[config.mk]
export PLATFORM = sky130hd
export DESIGN_NAME = auxw_walker
export DESIGN_NICKNAME = d
export VERILOG_FILES = /design/src/rtl/auxw_pkg.sv /design/src/rtl/auxw_entry_addr.sv /design/src/rtl/auxw_leaf_dec.sv /design/src/rtl/auxw_walker.sv
export SDC_FILE = /design/constraint.sdc
export NUM_CORES = 1
export LEC_CHECK = 0
export ABC_AREA = 1
export ABC_CLOCK_PERIOD_IN_PS = 5000
export BUFFER_PORTS_ARGS = -buffer_cell sky130_fd_sc_hd__buf_2
export CORE_MARGIN = 10
export CORE_UTILIZATION = 50
export CTS_CLUSTER_SIZE = 8
export DETAILED_ROUTE_END_ITERATION = 12
export GPL_TIMING_DRIVEN = 0
export PLACE_DENSITY = 0.8
export SETUP_SLACK_MARGIN = 0.1
export SLEW_MARGIN = 20
export SYNTH_ARGS = -nofsm -noshare
export SYNTH_HDL_FRONTEND = slang
export SYNTH_SLANG_ARGS = --single-unit
export TNS_END_PERCENT = 5
[constraint.sdc]
create_clock -name clk -period 5 [get_ports clk]
set_input_delay 0.25 -clock clk [delete_from_list [all_inputs] [get_ports clk]]
set_output_delay 0.25 -clock clk [all_outputs]
set_load 0.03 [all_outputs]
[src/rtl/auxw_pkg.sv]
package auxw_pkg;
  parameter int VA_W         = 48;
  parameter int ENTRY_W      = 64;
  parameter int ENTRY_SHIFT  = 3;
  parameter int TOP_IDX_LSB  = 36;
  parameter int TOP_IDX_W    = 12;
  parameter int MID_IDX_LSB  = 24;
  parameter int MID_IDX_W    = 12;
  parameter int LEAF_IDX_LSB = 16;
  parameter int LEAF_IDX_W   = 8;
  parameter int TOP_ALIGN    = 15;
  parameter int MID_ALIGN    = 13;
  parameter int AUX_ALIGN    = 8;
  parameter int VALID_BIT    = 0;
  parameter int FMT_LSB      = 58;
  parameter int FMT_W        = 6;
  parameter int YCR_BIT      = 57;
  parameter int DEPTH_LSB    = 54;
  parameter int DEPTH_W      = 3;
  parameter int TILE_LSB     = 52;
  parameter int TILE_W       = 2;
  parameter int BPP_W        = 8;

  localparam int IDX_W0 = (TOP_IDX_W > MID_IDX_W) ? TOP_IDX_W : MID_IDX_W;
  localparam int IDX_W  = (IDX_W0 > LEAF_IDX_W) ? IDX_W0 : LEAF_IDX_W;

  typedef enum logic [1:0] {LVL_TOP = 2'd0, LVL_MID = 2'd1, LVL_LEAF = 2'd2} lvl_e;

  typedef struct packed {
    logic [FMT_W-1:0]   fmt;
    logic               ycr;
    logic [DEPTH_W-1:0] depth;
    logic [TILE_W-1:0]  tile;
    logic               tile_rsvd;
    logic [BPP_W-1:0]   bpp;
    logic [VA_W-1:0]    aux_addr;
  } leaf_info_t;

  // Copy the top virtual-address bit into every bit above it.
  function automatic logic [ENTRY_W-1:0] canon(input logic [ENTRY_W-1:0] a);
    return {{(ENTRY_W-VA_W){a[VA_W-1]}}, a[VA_W-1:0]};
  endfunction

  // Base of the table one level down, taken from a valid entry.
  function automatic logic [ENTRY_W-1:0] next_base(input lvl_e l, input logic [ENTRY_W-1:0] e);
    logic [ENTRY_W-1:0] keep;
    keep = {ENTRY_W{1'b1}} << ((l == LVL_TOP) ? TOP_ALIGN : MID_ALIGN);
    return canon(e & keep);
  endfunction

  function automatic logic [IDX_W-1:0] index_of(input lvl_e l, input logic [VA_W-1:0] va);
    case (l)
      LVL_TOP: return IDX_W'(va[TOP_IDX_LSB +: TOP_IDX_W]);
      LVL_MID: return IDX_W'(va[MID_IDX_LSB +: MID_IDX_W]);
      default: return IDX_W'(va[LEAF_IDX_LSB +: LEAF_IDX_W]);
    endcase
  endfunction

  function automatic logic [BPP_W-1:0] bpp_of(input logic [DEPTH_W-1:0] code);
    case (code)
      3'd0: return BPP_W'(16);
      3'd1: return BPP_W'(10);
      3'd2: return BPP_W'(12);
      3'd4: return BPP_W'(8);
      3'd5: return BPP_W'(32);
      3'd6: return BPP_W'(64);
      3'd7: return BPP_W'(128);
      default: return '0;
    endcase
  endfunction
endpackage

[src/rtl/auxw_entry_addr.sv]
module auxw_entry_addr
  import auxw_pkg::*;
(
  input  lvl_e                lvl,
  input  logic [ENTRY_W-1:0]  tbase,
  input  logic [VA_W-1:0]     va,
  output logic [ENTRY_W-1:0]  eaddr
);
  logic [IDX_W-1:0] idx;

  assign idx   = index_of(lvl, va);
  assign eaddr = tbase + (ENTRY_W'(idx) << ENTRY_SHIFT);
endmodule

[src/rtl/auxw_leaf_dec.sv]
module auxw_leaf_dec
  import auxw_pkg::*;
(
  input  logic [ENTRY_W-1:0] entry,
  output leaf_info_t         info
);
  logic unused_leaf_bits;

  assign unused_leaf_bits = ^{entry[TILE_LSB-1:VA_W], entry[AUX_ALIGN-1:0]};

  always_comb begin
    info.fmt       = entry[FMT_LSB +: FMT_W];
    info.ycr       = entry[YCR_BIT];
    info.depth     = entry[DEPTH_LSB +: DEPTH_W];
    info.tile      = entry[TILE_LSB +: TILE_W];
    info.tile_rsvd = entry[TILE_LSB + TILE_W - 1];
    info.bpp       = bpp_of(entry[DEPTH_LSB +: DEPTH_W]);
    info.aux_addr  = {entry[VA_W-1:AUX_ALIGN], {AUX_ALIGN{1'b0}}};
  end
endmodule

[src/rtl/auxw_walker.sv]
module auxw_walker
  import auxw_pkg::*;
(
  input  logic               clk,
  input  logic               rst_n,
  input  logic               req_valid,
  output logic               req_ready,
  input  logic [VA_W-1:0]    req_addr,
  input  logic [ENTRY_W-1:0] req_base,
  output logic               mem_rd_valid,
  input  logic               mem_rd_ready,
  output logic [ENTRY_W-1:0] mem_rd_addr,
  input  logic               mem_rsp_valid,
  output logic               mem_rsp_ready,
  input  logic [ENTRY_W-1:0] mem_rsp_data,
  output logic               res_valid,
  output logic               res_hit,
  output logic [1:0]         res_miss_level,
  output logic [VA_W-1:0]    res_aux_addr,
  output logic [FMT_W-1:0]   res_format,
  output logic               res_ycr,
  output logic [DEPTH_W-1:0] res_depth,
  output logic [TILE_W-1:0]  res_tile,
  output logic               res_tile_rsvd,
  output logic [BPP_W-1:0]   res_bpp
);
  typedef enum logic [1:0] {ST_IDLE, ST_ISSUE, ST_WAIT} st_e;

  st_e                st;
  lvl_e               lvl;
  logic [VA_W-1:0]    va_q;
  logic [ENTRY_W-1:0] tbase_q;
  logic [ENTRY_W-1:0] entry_addr;
  leaf_info_t         leaf;

  // Named internal events, used by the bound checker.
  logic req_fire, rd_fire, rsp_fire, entry_ok, walk_miss, walk_hit, walk_step;

  assign req_ready     = (st == ST_IDLE);
  assign mem_rd_valid  = (st == ST_ISSUE);
  assign mem_rsp_ready = (st == ST_WAIT);
  assign mem_rd_addr   = entry_addr;

  assign req_fire  = req_valid && req_ready;
  assign rd_fire   = mem_rd_valid && mem_rd_ready;
  assign rsp_fire  = mem_rsp_valid && mem_rsp_ready;
  assign entry_ok  = mem_rsp_data[VALID_BIT];
  assign walk_miss = rsp_fire && !entry_ok;
  assign walk_hit  = rsp_fire && entry_ok && (lvl == LVL_LEAF);
  assign walk_step = rsp_fire && entry_ok && (lvl != LVL_LEAF);

  auxw_entry_addr u_addr (
    .lvl   (lvl),
    .tbase (tbase_q),
    .va    (va_q),
    .eaddr (entry_addr)
  );

  auxw_leaf_dec u_leaf (
    .entry (mem_rsp_data),
    .info  (leaf)
  );

  always_ff @(posedge clk) begin
    if (!rst_n) begin
      st             <= ST_IDLE;
      lvl            <= LVL_TOP;
      va_q           <= '0;
      tbase_q        <= '0;
      res_valid      <= 1'b0;
      res_hit        <= 1'b0;
      res_miss_level <= '0;
      res_aux_addr   <= '0;
      res_format     <= '0;
      res_ycr        <= 1'b0;
      res_depth      <= '0;
      res_tile       <= '0;
      res_tile_rsvd  <= 1'b0;
      res_bpp        <= '0;
    end else begin
      res_valid <= 1'b0;
      case (st)
        ST_IDLE: begin
          if (req_fire) begin
            va_q    <= req_addr;
            tbase_q <= req_base;
            lvl     <= LVL_TOP;
            st      <= ST_ISSUE;
          end
        end
        ST_ISSUE: begin
          if (rd_fire) st <= ST_WAIT;
        end
        ST_WAIT: begin
          if (walk_step) begin
            tbase_q <= next_base(lvl, mem_rsp_data);
            lvl     <= lvl_e'(lvl + 2'd1);
            st      <= ST_ISSUE;
          end else if (walk_miss || walk_hit) begin
            st             <= ST_IDLE;
            res_valid      <= 1'b1;
            res_hit        <= walk_hit;
            res_miss_level <= walk_hit ? 2'd0 : lvl;
            res_aux_addr   <= walk_hit ? leaf.aux_addr : '0;
            res_format     <= walk_hit ? leaf.fmt : '0;
            res_ycr        <= walk_hit && leaf.ycr;
            res_depth      <= walk_hit ? leaf.depth : '0;
            res_tile       <= walk_hit ? leaf.tile : '0;
            res_tile_rsvd  <= walk_hit && leaf.tile_rsvd;
            res_bpp        <= walk_hit ? leaf.bpp : '0;
          end
        end
        default: st <= ST_IDLE;
      endcase
    end
  end
endmodule

==> impl_metrics.sql <==
INSERT INTO impl_metrics (metric_group, metric, value, unit) VALUES
('outcome', 'outcome', 'finished clean', ''),
('setup_path', 'slowest_stage', 'sky130_fd_sc_hd__fa_1', ''),
('clocking', 'worst_skew_pair.late_latency', '0.44', 'ns'),
('yosys', 'synth-simple-area-share', '38.0', '%'),
('drt', 'detail_route.drc_violations', '0', ''),
('sta', 'timing.fmax', '0.222', 'GHz'),
('grt', 'number_of_global_route_vias_before_repair', '10400', ''),
('setup_path', 'critical_path.max_stage_delay', '0.50', 'ns'),
('sta', 'min_period', '4.51', 'ns'),
('pwr', 'cellPowerDensity', '340', 'mW/mm²'),
('finish', 'layout.nets', '2003', ''),
('floorplanning', 'core_area', '0.0181', 'mm²'),
('sta', 'rsz_0062_raised_after_global_routing', 'false', ''),
('sta', 'finClkSkew', '0.00950', 'ns'),
('setup_path', 'critical_path.n_buffers_inverters', '4', ''),
('finish', 'post_route_cells_drive_above_1_share', '20.6', '%'),
('drt', 'post_drt_via_cell_ratio', '5.28', ''),
('yosys', 'synth_seq_cells', '163', ''),
('yosys', 'synth.lib_cells_used.distinct', '33', ''),
('floorplanning', 'die_w', '156', 'µm'),
('min_path', 'hold_start', 'mem_rsp_data[59]', ''),
('yosys', 'synth_compound_gate_area_share', '12.7', '%'),
('yosys', 'ys_async_sr_fraction', '0', '%'),
('pwr', 'vdd_ir_drop_max', '0.259', 'mV'),
('drt', 'finalWirelength', '35.6', 'mm'),
('setup_path', 'cell_chain_critical_path', 'inv_1 -> ha_1 -> nor2_2 -> inv_1 -> clkbuf_1 -> nor2_1 -> nor2_1 -> ha_1 -> fa_1 -> nand3_1 -> nand3_1 -> nand2_1 -> nand2_1 -> nand2_1 -> nand2_1 -> xor2_1 -> buf_2', ''),
('clocking', 'tritoncts', 'yes', ''),
('grt', 'grt_first_pass_wirelength', '55.0', 'mm'),
('yosys', 'synth_enable_flop_cells', '0', ''),
('drt', 'dr.first_iter.drc_count', '804', ''),
('clocking', 'post_cts_hold_buffer_count', '0', ''),
('floorplanning', 'die_h', '156', 'µm'),
('yosys', 'ys_warns', '0', ''),
('drt', 'drt.antenna.violating_nets', '0', ''),
('finish', 'finalCoreUtilization', '63.9', '%'),
('run', 'max_cap_violations', '0', ''),
('finish', 'register_area', '0.00326', 'mm²'),
('grt', 'global_route.usage.total', '28.5', '%'),
('finish', 'multiInputGateArea', '0.00519', 'mm²'),
('floorplanning', 'fp-row-count', '49', ''),
('setup_path', 'reg2reg_from', 'lvl[0]$_SDFFE_PN0P_', ''),
('finish', 'syn_to_final_growth', '25.0', '%'),
('drt', 'wl_per_cell', '17.4', 'µm'),
('floorplanning', 'io_pins', '321', ''),
('min_path', 'min_path_type', 'input port to flop', ''),
('sta', 'timing.final.crit_share', '90.3', '%'),
('grt', 'grt_max_degree', '18', ''),
('setup_path', 'critPathTopFamily', 'simple AND/OR/NAND/NOR gates', ''),
('placement', 'place_ws', '0.803', 'ns'),
('yosys', 'primary_flip_flop_cell_chosen_by_synthesis_mapping', 'sky130_fd_sc_hd__dfxtp_1', ''),
('finish', 'fill_cells', '1755', ''),
('yosys', 'seq_area_frac_synth', '35.3', '%'),
('clocking', 'htree_levels', '4', ''),
('sta', 'relSlewSlack', '53.5', '%'),
('yosys', 'synthCells', '1494', ''),
('setup_path', 'timing.critical_path.to_type', 'primary output', ''),
('setup_path', 'crit_required', '4.75', 'ns'),
('setup_path', 'timing.setup.critical_path_class', 'flop to primary output', ''),
('pwr', 'total_leakage_power', '5.96', 'nW'),
('clocking', 'cts.sinks', '163', ''),
('yosys', 'syn_area_per_cell', '6.19', 'µm²'),
('floorplanning', 'die_area', '0.0243', 'mm²'),
('grt', 'number_of_antenna_violations_at_the_first_check_in_global_routing', '3', ''),
('yosys', 'synthesis.area', '0.00925', 'mm²'),
('drt', 'vias', '10800', ''),
('setup_path', 'critPathLaunchType', 'flop', ''),
('setup_path', 'crit_path_frequent_cell', 'sky130_fd_sc_hd__nand2_1', ''),
('sta', 'setup-tns-final', '0', 'ns'),
('setup_path', 'timing.critical_path.fanout_max', '10', ''),
('placement', 'dp_hpwl', '29.6', 'mm'),
('sta', 'timing.final.setup_violations', '0', '');
[routing by layer]
| layer | part of all wire (%) | vias to the layer above | wire [µm] | global-route usage, % |
|---|---|---|---|---|
| li1 | - | 5361 | - | - |
| met1 | 40 | 4898 | 14300 | 34.6 |
| met2 | 47 | 487 | 16600 | 47.6 |
| met3 | 10 | 75 | 3650 | 7.97 |
| met4 | 2.8 | 4 | 983 | 9.13 |
| met5 | 0.090 | - | 32 | 0 |
[timing repair]
item / CTS / global route
gates resized for setup: 0 / 1
setup buffers: 0 / 0
setup endpoints to repair: 0 / 13
[where the power goes]
group          internal, mW  switching (mW)  total, mW
logic                 0.344           0.772       1.12
registers              1.41           0.130       1.54
clock network         0.663           0.613       1.28
total                  2.41            1.51       3.93
[per-stage QoR]
step | hold WS, ns | total power [mW] | instance area [µm²] | cells
global route | 0.0525 | 4.10 | 11600 | 2048
finish | 0.0525 | 3.93 | 11600 | 2049
global placement | 0.448 | 2.64 | 11000 | 2015
floorplan | 0.393 | 2.26 | 9280 | 1502
CTS | 0.0488 | 3.91 | 11600 | 2047
detailed placement | 0.453 | 2.66 | 11000 | 2015
[final cells by class]
type,count,area share [%]
Multi-Input combinational cell,1145,44.9
Antenna cell,2,0.0433
Tap cell,229,2.48
Clock buffer,18,3.71
Inverter,119,3.86
Clock inverter,14,1.19
Buffer,75,3.31
Sequential cell,163,28.2
Timing Repair Buffer,284,12.3
[flip-flops by register name, summed over array words and instances (netlist names)]
name            cells
tbase_q            64
res_aux_addr       40
va_q               32
res_bpp             7
res_format          6
res_depth           3
lvl                 2
res_miss_level      2
res_tile            2
st                  2
res_hit             1
res_valid           1
res_ycr             1
[worst min-delay path, cell delays in order]
cell and delay (ns):
sky130_fd_sc_hd__buf_2 0.09, sky130_fd_sc_hd__nand2_1 0.05, sky130_fd_sc_hd__a21oi_1 0.05
[Yosys cell counts (2+ instances only)]
cell	instances	share of area, %
sky130_fd_sc_hd__a21oi_1	112	6.1
sky130_fd_sc_hd__a221oi_1	8	0.76
sky130_fd_sc_hd__a32o_1	4	0.43
sky130_fd_sc_hd__buf_1	6	0.24
sky130_fd_sc_hd__buf_2	21	1.1
sky130_fd_sc_hd__buf_4	18	1.5
sky130_fd_sc_hd__clkbuf_1	29	1.2
sky130_fd_sc_hd__dfxtp_1	163	35
sky130_fd_sc_hd__ha_1	16	2.2
sky130_fd_sc_hd__inv_1	114	4.6
sky130_fd_sc_hd__inv_2	5	0.20
sky130_fd_sc_hd__nand2_1	528	21
sky130_fd_sc_hd__nand2_2	3	0.20
sky130_fd_sc_hd__nand3_1	80	4.3
sky130_fd_sc_hd__nand3b_1	12	0.97
sky130_fd_sc_hd__nand4_1	16	1.1
sky130_fd_sc_hd__nor2_1	204	8.3
sky130_fd_sc_hd__nor2_2	2	0.14
sky130_fd_sc_hd__nor3_1	21	1.1
sky130_fd_sc_hd__nor3b_1	3	0.24
sky130_fd_sc_hd__o21ai_0	83	4.5
sky130_fd_sc_hd__o21ai_1	5	0.27
sky130_fd_sc_hd__o21ai_2	5	0.47
sky130_fd_sc_hd__or2_2	2	0.14
sky130_fd_sc_hd__xor2_1	26	2.5
[cell usage in the layout (no fill, tap or decap), types with 21 or more instances in the layout]
| cell type | count |
|---|---|
| sky130_fd_sc_hd__a21oi_1 | 112 |
| sky130_fd_sc_hd__buf_2 | 305 |
| sky130_fd_sc_hd__clkbuf_1 | 30 |
| sky130_fd_sc_hd__dfxtp_1 | 163 |
| sky130_fd_sc_hd__inv_1 | 114 |
| sky130_fd_sc_hd__nand2_1 | 528 |
| sky130_fd_sc_hd__nand3_1 | 80 |
| sky130_fd_sc_hd__nor2_1 | 203 |
| sky130_fd_sc_hd__nor3_1 | 21 |
| sky130_fd_sc_hd__o21ai_0 | 83 |
| sky130_fd_sc_hd__xor2_1 | 26 |
[cells by family after synthesis]
family | after synthesis
buf+inv | 194
xor+xnor | 27
fa+ha+maj | 17
simple gates | 872
compound gates | 220
flops | 163
other cells | 1
[final timing paths]
path                            depth (start not counted)                            end  slack (ns)
worst max-delay path                                   17                mem_rd_addr[19]        0.49
worst min-delay path                                    3     res_format[1]$_SDFFE_PN0P_        0.05
worst max register to register                         10       tbase_q[46]$_SDFFE_PN0P_        2.94
worst min register to register                          2  res_aux_addr[23]$_SDFFE_PN0P_        0.47
(Power assumes the default switching activity.)
